## src/rtl/smb_target.sv

```systemverilog
module smb_target #(
  parameter int FILT_LEN = 4,
  parameter int TMO_CYC  = 4000000
) (
  input  logic       clk,
  input  logic       rst_n,
  input  logic       scl_i,
  input  logic       sda_i,
  output logic       sda_oe,
  input  logic [1:0] addr_lo,
  input  logic [1:0] addr_hi,
  input  logic       tmo_en,
  output logic       active,
  output logic       read_mode,
  output logic       rx_valid,
  output logic [7:0] rx_data,
  output logic       tx_load,
  input  logic [7:0] tx_data
);
  localparam int FW = $clog2(FILT_LEN + 1);
  localparam int TW = $clog2(TMO_CYC + 1);

  typedef enum logic [1:0] {S_IDLE, S_ADDR, S_WR, S_RD} st_t;

  logic [1:0] s1, s2, flt_d;
  wire  [1:0] flt;

  always_ff @(posedge clk or negedge rst_n)
    if (!rst_n) begin
      s1 <= 2'b11; s2 <= 2'b11; flt_d <= 2'b11;
    end else begin
      s1 <= {scl_i, sda_i}; s2 <= s1; flt_d <= flt;
    end

  for (genvar i = 0; i < 2; i++) begin : g_flt
    logic [FW-1:0] cnt;
    logic          q;
    always_ff @(posedge clk or negedge rst_n)
      if (!rst_n) begin
        cnt <= '0; q <= 1'b1;
      end else if (s2[i] != q) begin
        if (cnt == FW'(FILT_LEN - 1)) begin q <= s2[i]; cnt <= '0; end
        else cnt <= cnt + FW'(1);
      end else cnt <= '0;
    assign flt[i] = q;
  end

  wire scl_q = flt[1], sda_q = flt[0];
  wire scl_d = flt_d[1], sda_d = flt_d[0];
  wire scl_rise = scl_q & ~scl_d;
  wire scl_fall = ~scl_q & scl_d;
  wire start_c  = scl_q & scl_d & sda_d & ~sda_q;
  wire stop_c   = scl_q & scl_d & ~sda_d & sda_q;

  logic [TW-1:0] tcnt;
  wire tmo_hit = (tcnt == TW'(TMO_CYC - 1));

  always_ff @(posedge clk or negedge rst_n)
    if (!rst_n) tcnt <= '0;
    else if (!tmo_en || scl_rise || scl_fall || (scl_q && sda_q) || tmo_hit) tcnt <= '0;
    else tcnt <= tcnt + TW'(1);

  st_t        st;
  logic [3:0] bitn;
  logic [6:0] sh, txsh;
  logic       aack;
  wire  [7:0] byte_in = {sh, sda_q};
  wire  [6:0] own     = {3'b101, addr_hi, addr_lo};
  wire  [3:0] nxt     = (bitn == 4'd8) ? 4'd0 : bitn + 4'd1;

  assign active    = (st == S_WR) || (st == S_RD);
  assign read_mode = (st == S_RD);

  always_ff @(posedge clk or negedge rst_n)
    if (!rst_n) begin
      st <= S_IDLE; bitn <= 4'hF; sh <= '0; txsh <= '0; aack <= 1'b0;
      sda_oe <= 1'b0; rx_valid <= 1'b0; rx_data <= '0; tx_load <= 1'b0;
    end else begin
      rx_valid <= 1'b0;
      tx_load  <= 1'b0;
      if (stop_c || tmo_hit) begin
        st <= S_IDLE; sda_oe <= 1'b0;
      end else if (start_c) begin
        st <= S_ADDR; bitn <= 4'hF; sda_oe <= 1'b0; aack <= 1'b0;
      end else if (st != S_IDLE && scl_rise) begin
        if (bitn < 4'd8 && st != S_RD) sh <= byte_in[6:0];
        if (bitn == 4'd7 && st == S_ADDR) begin
          if (byte_in[7:1] == own) begin
            st <= byte_in[0] ? S_RD : S_WR; aack <= 1'b1;
          end else st <= S_IDLE;
        end
        if (bitn == 4'd7 && st == S_WR) begin
          rx_valid <= 1'b1; rx_data <= byte_in;
        end
        if (bitn == 4'd8 && st == S_RD && !aack && sda_q) st <= S_IDLE;
      end else if (st != S_IDLE && scl_fall) begin
        bitn <= nxt;
        if (nxt == 4'd0) aack <= 1'b0;
        case (st)
          S_WR: sda_oe <= (nxt == 4'd8);
          S_RD:
            if (nxt == 4'd8) sda_oe <= aack;
            else if (nxt == 4'd0) begin
              tx_load <= 1'b1; sda_oe <= ~tx_data[7]; txsh <= tx_data[6:0];
            end else begin
              sda_oe <= ~txsh[6]; txsh <= {txsh[5:0], 1'b0};
            end
          default: sda_oe <= 1'b0;
        endcase
      end
    end
endmodule

```

## config.mk

```make
export PLATFORM = sky130hd
export DESIGN_NAME = smb_target
export DESIGN_NICKNAME = d
export VERILOG_FILES = /design/src/rtl/smb_target.sv
export SDC_FILE = /design/constraint.sdc
export NUM_CORES = 1
export LEC_CHECK = 0
export ABC_CLOCK_PERIOD_IN_PS = 6500
export BUFFER_PORTS_ARGS = -buffer_cell sky130_fd_sc_hd__buf_4
export CORE_MARGIN = 1
export CORE_UTILIZATION = 35
export DETAILED_ROUTE_END_ITERATION = 16
export HOLD_SLACK_MARGIN = 0.12
export SLEW_MARGIN = 20
export SYNTH_ARGS = -nofsm -noshare
export SYNTH_HDL_FRONTEND = slang
export SYNTH_SLANG_ARGS = --single-unit
```

## constraint.sdc

```tcl
create_clock -name clk -period 6.5 [get_ports clk]
set_clock_uncertainty 0.15 [all_clocks]
set_input_delay 1.3 -clock clk [delete_from_list [all_inputs] [get_ports clk]]
set_output_delay 1.3 -clock clk [all_outputs]
set_load 0.02 [all_outputs]
```

# --- Yosys cells after proc, flatten, opt, wreduce, memory -nomap -nowiden ---
# Index checks and enable logic that the tools add are counted.
totals:
  ff_bits: 68
  input_bits: 17
  elab_cells: 131
  out_inout_bits: 13
classes:
  eq_ne: 17
  n_bitwise: 17
  n_reduce_logical: 34
  n_lt_le_gt_ge: 1
  n_mux: 41
  n_addsub: 4
ops:
  columns: ["cell", "n"]
  rows:
  - ["1-bit 2-to-1 mux", 24]
  - ["22-bit by 1-bit adder with 22-bit output, second input constant", 1]
  - ["22-bit == test, second input constant", 1]
  - ["22-bit 2-to-1 mux", 1]
  - ["4-bit 2-to-1 mux", 4]
  - ["2-bit 2-to-1 mux", 6]
  - ["3-bit 2-to-1 mux", 4]
  - ["3-bit nonzero test", 4]
  - ["1-bit NOT", 10]
  - ["1-bit logical AND", 9]
  - ["4-bit == test, second input constant", 2]
  - ["2-bit AND reduction", 4]
  - ["4-bit AND reduction", 2]
  - ["1-bit AND", 7]
  - ["7-bit == test", 1]
  - ["7-bit 2-to-1 mux", 1]
  - ["3-bit by 1-bit adder with 3-bit output, second input constant", 2]
  - ["3-bit by 2-bit == test with 1-bit output, second input constant", 2]
  - ["1-bit logical OR", 6]
  - ["3-bit by 2-bit inequality test with 1-bit output, second input constant", 2]
  - ["6-bit AND reduction", 1]
  - ["5-bit AND reduction", 1]
  - ["4-bit by 1-bit adder with 4-bit output, second input constant", 1]
  - ["2-bit == test, second input constant", 2]
  - ["other kinds (12)", 16]

# --- Logic depth before layout (Yosys ltp) ---
# Gate-level depths: netlist of run 1.
logic_depth:
  depth_word: 10
  mapped_depth: 7
  mapped_depth_nobuf: 7

# --- Worst setup path after synthesis of run 1 ---
# Ideal clock, no wire load.
synth_timing:
  path_type: "reg-to-reg"
  startpoint: "register bitn[0]"
  endpoint: "register txsh[1]"
  path_buffers: 0
  setup_time_ns: 0.125
  synth_period_minus_slack_ns: 2.468
  path_stages_with_launch: 7
  path_slack_ns: 4.032
  t_required_ns: 6.225
  arrival_ns: 2.194
  cell_sequence: "dfstp_2 > inv_1 > ha_1 > a211o_1 > a21oi_1 > mux2_2 > mux2_2"
synth_between:
  elab_chain_cells: 5
  elab_cells_between_ends: 8
  classes_between: "add/sub (1); eq/ne (2); mux (2); bitwise (1); reduce/logical (2)"
synth_rtl:
  columns: ["element", "line", "text"]
  rows:
  - ["start, declared", "64", "logic [3:0] bitn;"]
  - ["start signal, assigned", "97", "bitn <= nxt;"]
  - ["4-bit by 1-bit adder with 4-bit output or 4-bit == test (tied branches)", "69", "wire [3:0] nxt = (bitn == 4'd8) ? 4'd0 : bitn + 4'd1;"]
  - ["4-bit 2-to-1 mux *", "69", null]
  - ["4-bit == test", "102", "if (nxt == 4'd8) sda_oe <= aack;"]
  - ["1-bit NOT (no line)", null, null]
  - ["6-bit AND reduction (no line)", null, null]
  - ["end signal, assigned", "106", "sda_oe <= ~txsh[6]; txsh <= {txsh[5:0], 1'b0};"]
  - ["end, declared", "65", "logic [6:0] sh, txsh;"]
# Every way passes the cells marked *; elsewhere a longest branch is shown, timed or not.
# A chain may end at the register's enable or synchronous reset.

# --- Final worst setup path of run 1 ---
layout_timing:
  startpoint: "register st[1]"
  endpoint: "output read_mode"
layout_between:
  elab_chain_cells: 1
layout_rtl:
  columns: ["element", "line", "text"]
  rows:
  - ["start, declared", "63", "st_t st;"]
  - ["start signal, assigned", "76", "st <= S_IDLE; bitn <= 4'hF; sh <= '0; txsh <= '0; aack <= 1'b0;"]
  - ["start signal, assigned", "82", "st <= S_IDLE; sda_oe <= 1'b0;"]
  - ["start signal, assigned", "84", "st <= S_ADDR; bitn <= 4'hF; sda_oe <= 1'b0; aack <= 1'b0;"]
  - ["2-bit == test", "72", "assign read_mode = (st == S_RD);"]
  - ["end, declared", "14", "output logic read_mode,"]
# No other way between the ends.

==> out/summary.txt, run 1 <==
CP Launch Type - flop
Peak supply drop - 0.129 mV
Num Clock Sinks - 68
# diodes - 0
# Post-CTS Setup Buffers - 0
Area leader, netlist - dfrtp_1
Cts hold-fix bufs - 0
Worst Path Max Fanout - 8
RSZ-0062 raised after global routing - no
Final period util - 0.435
Fmax - 0.354 GHz
Final min period - 2830 ps
Setup TNS - 0 ps
Hold/Removal Path Class - flop to flop
Slew @ Worst Pin - 1020 ps
R2r startpoint - bitn[0]$_DFFE_PN1P_
Wire length per cell - 13.6 um
Yosys reg bits - 68
Max clock buf depth - 2
Required @ worst endpoint - 5050 ps
Num CTS Buffers - 9
Final max-slew violation count - 0
Hold path start - s1[0]$_DFF_PN1_
GPL Wtd Cong - 0.837
DRT Pass-1 Iters - 7
Hold path depth - 0
Clock transition at the registers of the reported paths - 70 ps
Worst Reg-to-Reg Cells - 6
Share of cells above drive strength 1 - 0.297
Synth top area share - 0.431
Top post-synthesis cells by area - dfrtp_1, dfstp_2, mux2_2, xor2_1, nor2_1
Mapped Area - 3250 sq um
Die outline area - 9670 sq um
Slowest stage cell, crit path - dfrtp_1
Most frequent cells after synthesis - dfrtp_1, mux2_2, nor2_1, nand2_1, xor2_1
Clk_lat worst skew - 330 ps
Via density - 5.00
# resized after CTS - 0
Leakage - 0.00168 uW
Main synth FF type - dfrtp_1
Vias in the first global route - 2224
Gate Count Post-Synth - 281
Via count - 2140
Die height - 98.3 um
CTS tree - yes
Number of DRC markers in iteration 0 - 57
Syn-to-layout area delta - 17.3%
Min-Delay Endpoint - s2[0]$_DFF_PN1_
Max capacitance violation total - 0
Rows - 34
Critical R2R Capture - txsh[2]$_DFFE_PN0P_
Total track usage - 0.133
Reg2Reg Setup Slack - 3810 ps
DRC viols - 0
DRT Wirelength - 5810 um
Crit end category - primary output
Input/output buffers - 29
Setup violations, final - 0
CTS Root Cell - clkbuf_8
Floorplan core area - 8850 sq um
Initial Util - 0.367
PwrDens - 346 nW/um^2
CP Cell Sequence - and2_1 -> buf_4
Critical path type - flop to primary output
CP max stage delay - 490 ps
Antenna viol nets, final - 0
Cell with the most instances after synthesis - dfrtp_1
Average cell area after synthesis - 11.6 sq um
Sequential cell area fraction in the yosys report - 0.529
CTS H-tree depth - 3
Initial antenna violation count - 0
Synth async-reset ratio - 1.00
Post-layout power - 1320 uW
Die width - 98.3 um
I/O pin count - 30
GR Overflow Total - 0
Syn nets - 303
Yosys warns - 0
HPWL Detailed - 3990 um
Number of enable flip-flop cells after synthesis - 0
Pin count of the biggest net entering global routing - 69
Worst EP arrival - 1380 ps
Status - finished clean
Endpoints failing hold - 0
First-pass GRT wire length - 10200 um
Slew HR - 0.311
Number of distinct library cells after synthesis - 53
Final #Nets - 337
[flip-flops by register name, summed over array words and instances (netlist names)]
register   count
aack           1
bitn           4
flt_d          2
g_flt.cnt      6
g_flt.q        2
rx_data        8
rx_valid       1
s1             2
s2             2
sda_oe         1
sh             7
st             2
tcnt          22
tx_load        1
txsh           7
[final cells by class]
| type | count | area [sq um] |
|---|---|---|
| fillers | 845 | 5040 |
| flip-flops and latches | 68 | 1720 |
| multi-input cells | 199 | 1460 |
| repair buffers | 31 | 233 |
| well taps | 108 | 135 |
| clock buffers | 9 | 124 |
| clock inverters | 7 | 115 |
| inverters | 6 | 22.5 |
[logic make-up (layout without fill, tap and decap cells)]
group,Yosys count,in the layout,synth area share
buffers and inverters,14,53,0.0208
adder cells (fa/ha/maj),5,5,0.0193
AND/OR/NAND/NOR,110,110,0.197
AO/OA/AOI/OAI,29,29,0.0643
XOR/XNOR,26,26,0.0701
multiplexers,29,29,0.100
flip-flops,68,68,0.529
[worst max-delay path by stage]
stage / endpoint / from / slack, ps
2_1_floorplan: txsh[1]$_DFFE_PN0P_ / bitn[0]$_DFFE_PN1P_ / 4030
3_3_place_gp: st[1]$_DFFE_PN0P_ / addr_hi[1] / 3810
3_5_place_dp: txsh[2]$_DFFE_PN0P_ / bitn[0]$_DFFE_PN1P_ / 3790
4_1_cts: read_mode / st[1]$_DFFE_PN0P_ / 3640
5_1_grt: read_mode / st[1]$_DFFE_PN0P_ / 3580
6_report: read_mode / st[1]$_DFFE_PN0P_ / 3670
[power by group]
part | internal (uW) | switching, uW | leakage, uW | total, uW
Combinational | 153 | 169 | 0.000674 | 322
Clock | 253 | 156 | 0.000115 | 409
Sequential | 509 | 80.0 | 0.000887 | 589
[per-stage QoR]
step | hold slack, ps | instance area (sq um) | std cells | util | worst slack, ps
finish | 209 | 3810 | 428 | 0.431 | 3670
global route | 217 | 3810 | 428 | 0.431 | 3580
CTS | 211 | 3810 | 428 | 0.431 | 3640
detailed placement | 201 | 3570 | 412 | 0.404 | 3790
global placement | 198 | 3570 | 412 | 0.404 | 3810
floorplan | 195 | 3250 | 281 | - | 4030
[cells in the final DEF, fill, tap and decap left out, types with 2 or more instances in the layout]
master       n
dfrtp_1     56
buf_4       31
nor2_1      28
mux2_2      28
nand2_1     16
xor2_1      15
dfstp_2     12
xnor2_1     11
nand3_1     11
clkbuf_8     9
nor2b_1      8
nand4_1      7
o21ai_0      7
inv_1        6
and2_1       5
nor3_1       5
a21oi_1      5
ha_1         5
and3_1       4
nor4_1       3
nor3b_1      3
nand2b_1     3
bufinv_16    3
nor4b_1      2
nand4b_1     2
or3b_1       2
nor4_4       2
o2bb2ai_1    2
o22a_1       2
clkinvlp_4   2
clkinv_2     2
[worst max-delay path, delay by kind of cell (launching register included)]
family | cells | cell delay (ps)
buf+inv | 1 | 210
flops | 1 | 490
simple gates | 1 | 350
[layer usage]
metal,global-route usage,vias to the layer above,share of wire
li1,-,1062,-
met1,0.171,1048,0.48
met2,0.218,28,0.49
met3,0.0379,2,0.022
met4,0.0448,0,0.0050
met5,0,-,0
Power figures use the tool's default switching activity.
==> inputs of run 2 (changes only) <==
ABC_CLOCK_PERIOD_IN_PS = 2370   (was 6500)
clock period = 2.37 ns   (was 6.5 ns; I/O delays follow)
==> run 2 against run 1 <==
The flow now finishes with violations (design-rule violations). Combinational power grew to 3.6 times the previous value. Register-to-register slack got worse by 3800 ps. Power increased to 2.8 times the previous value. Core utilization grew 2.4 points. Sequential share of layout area is 2.4 points lower.
==> out/summary.txt, run 2 (synthesized netlist as in run 1, its figures left out) <==
Via density - 5.00
Status - complete, but fails checks
# diodes - 0
Hold/Removal Path Class - input port to flop
Most flops, register - tcnt
Input/output buffers - 29
DRT Pass-1 Iters - 12
Total track usage - 0.138
Sequential Area - 1720 sq um
Fmax - 0.429 GHz
CP Launch Type - flop
Die height - 98.3 um
DP Worst Slack - 0.461 ps
Endpoints failing hold - 0
CP Cell Sequence - inv_2 -> ha_4 -> a211o_1 -> a21oi_2 -> buf_6 -> mux2_2 -> mux2_2
Clk_lat worst skew - 340 ps
Via count - 2263
Die outline area - 9670 sq um
WP depth - 7
Num CTS Buffers - 9
Crit path buffers/inverters - 2
Most frequent cells in the layout - dfrtp_1, buf_4, nor2_1
FILL cells - 842
R2r startpoint - bitn[0]$_DFFE_PN1P_
Slew @ Worst Pin - 565 ps
Share of cells above drive strength 1 - 0.345
CTS Root Cell - clkbuf_8
Finished Layout Cells - 453
Final min period - 2330 ps
Slew HR - 0.623
Multi-input gate area - 1500 sq um
Required @ worst endpoint - 2450 ps
Worst Path Max Fanout - 6
Vias in the first global route - 2329
Setup violations, final - 0
Final max-slew violation count - 0
DRT Wirelength - 6130 um
Pin count of the biggest net entering global routing - 44
GPL Wtd Cong - 0.793
First-pass GRT wire length - 10600 um
Critical R2R Capture - txsh[3]$_DFFE_PN0P_
Syn-to-layout area delta - 23.8%
Max clock buf depth - 2
Max capacitance violation total - 0
Top Registers - tcnt (22), rx_data (8)
Hold path depth - 2
Crit-path most repeated cell - mux2_2
Final period util - 0.984
Leakage - 0.00179 uW
CTS H-tree depth - 3
Slack of the critical path - 37.6 ps
Reg2Reg Setup Slack - 40 ps
Antenna viol nets, final - 0
CP max stage delay - 560 ps
Rows - 34
Initial Util - 0.367
Commonest non-fill, non-tap cell in the layout - dfrtp_1
HPWL Detailed - 4310 um
Worst EP arrival - 2410 ps
Critical path type - flop to flop
Clock transition at the registers of the reported paths - 70 ps
GR Overflow Total - 0
Max reg flops - 22
Crit end category - flop
Die width - 98.3 um
CP delay by family, top - multiplexers
CTS tree - yes
Initial antenna violation count - 0
Wire length per cell - 13.5 um
Worst Reg-to-Reg Cells - 7
Peak supply drop - 0.325 mV
Failing checks - design-rule violations
Slowest stage cell, crit path - dfstp_2
Hold path start - tx_data[0]
Placed insts - 430
I/O pin count - 30
Number of DRC markers in iteration 0 - 121
PwrDens - 918 nW/um^2
Num Clock Sinks - 68
DRC viols - 4
Final #Nets - 362
Min-Delay Endpoint - txsh[0]$_DFFE_PN0P_
Floorplan core area - 8850 sq um
==> run 2: cell types whose count changed in the layout (fill, tap and decap cells not counted), sizes merged <==
| cell | previous run | this run |
|---|---|---|
| bufinv | 3 | 1 |
| buf | 31 | 53 |
| dlygate4sd3 | 0 | 3 |
| clkbuf | 9 | 12 |
| clkinvlp | 2 | 1 |
==> run 2: metrics by stage <==
stage	setup TNS, ps	total power [uW]	instance area [sq um]	util	hold slack [ps]
6_report	0	3690	4020	0.455	205
5_1_grt	-155	3940	4020	0.455	177
3_3_place_gp	0	2640	3720	0.421	197
4_1_cts	0	3660	3960	0.447	181
2_1_floorplan	0	2310	3250	-	28.4
3_5_place_dp	0	2660	3720	0.421	197
==> run 2: layout make-up <==
class | count | area share
Tap cell | 108 | 0.0336
Clock inverter | 4 | 0.0118
Multi-Input combinational cell | 199 | 0.373
Sequential cell | 68 | 0.427
Timing Repair Buffer | 56 | 0.110
Clock buffer | 12 | 0.0386
Inverter | 6 | 0.00560
==> run 2: worst max path at each step <==
stage                             start                   to  slack (ps)
floorplan           bitn[0]$_DFFE_PN1P_  txsh[1]$_DFFE_PN0P_          30
global placement    bitn[0]$_DFFE_PN1P_  txsh[4]$_DFFE_PN0P_          50
detailed placement  bitn[0]$_DFFE_PN1P_  txsh[5]$_DFFE_PN0P_         0.5
CTS                 bitn[0]$_DFFE_PN1P_  txsh[5]$_DFFE_PN0P_         0.6
global route        bitn[0]$_DFFE_PN1P_  txsh[3]$_DFFE_PN0P_         -40
finish              bitn[0]$_DFFE_PN1P_  txsh[3]$_DFFE_PN0P_          40
==> run 2: routing by layer <==
metal  share of wire  up-vias  GRT usage
li1                -     1120          -
met3           0.030        7     0.0487
met5               0        -          0
met2            0.49       32      0.222
met1            0.47     1104      0.172
met4           0.011        0     0.0517
==> run 2: where the power goes <==
part / switching [uW] / internal [uW]
clock network: 420 / 540
registers: 191 / 1390
logic: 564 / 584
total: 1180 / 2520
==> run 2: timing repair <==
item,in CTS,in global routing
endpoints found under the hold margin,38,0
buffers inserted,0,4
hold buffers,3,0
pin swaps,0,2
setup endpoints to repair,6,14
gates resized for setup,2,5
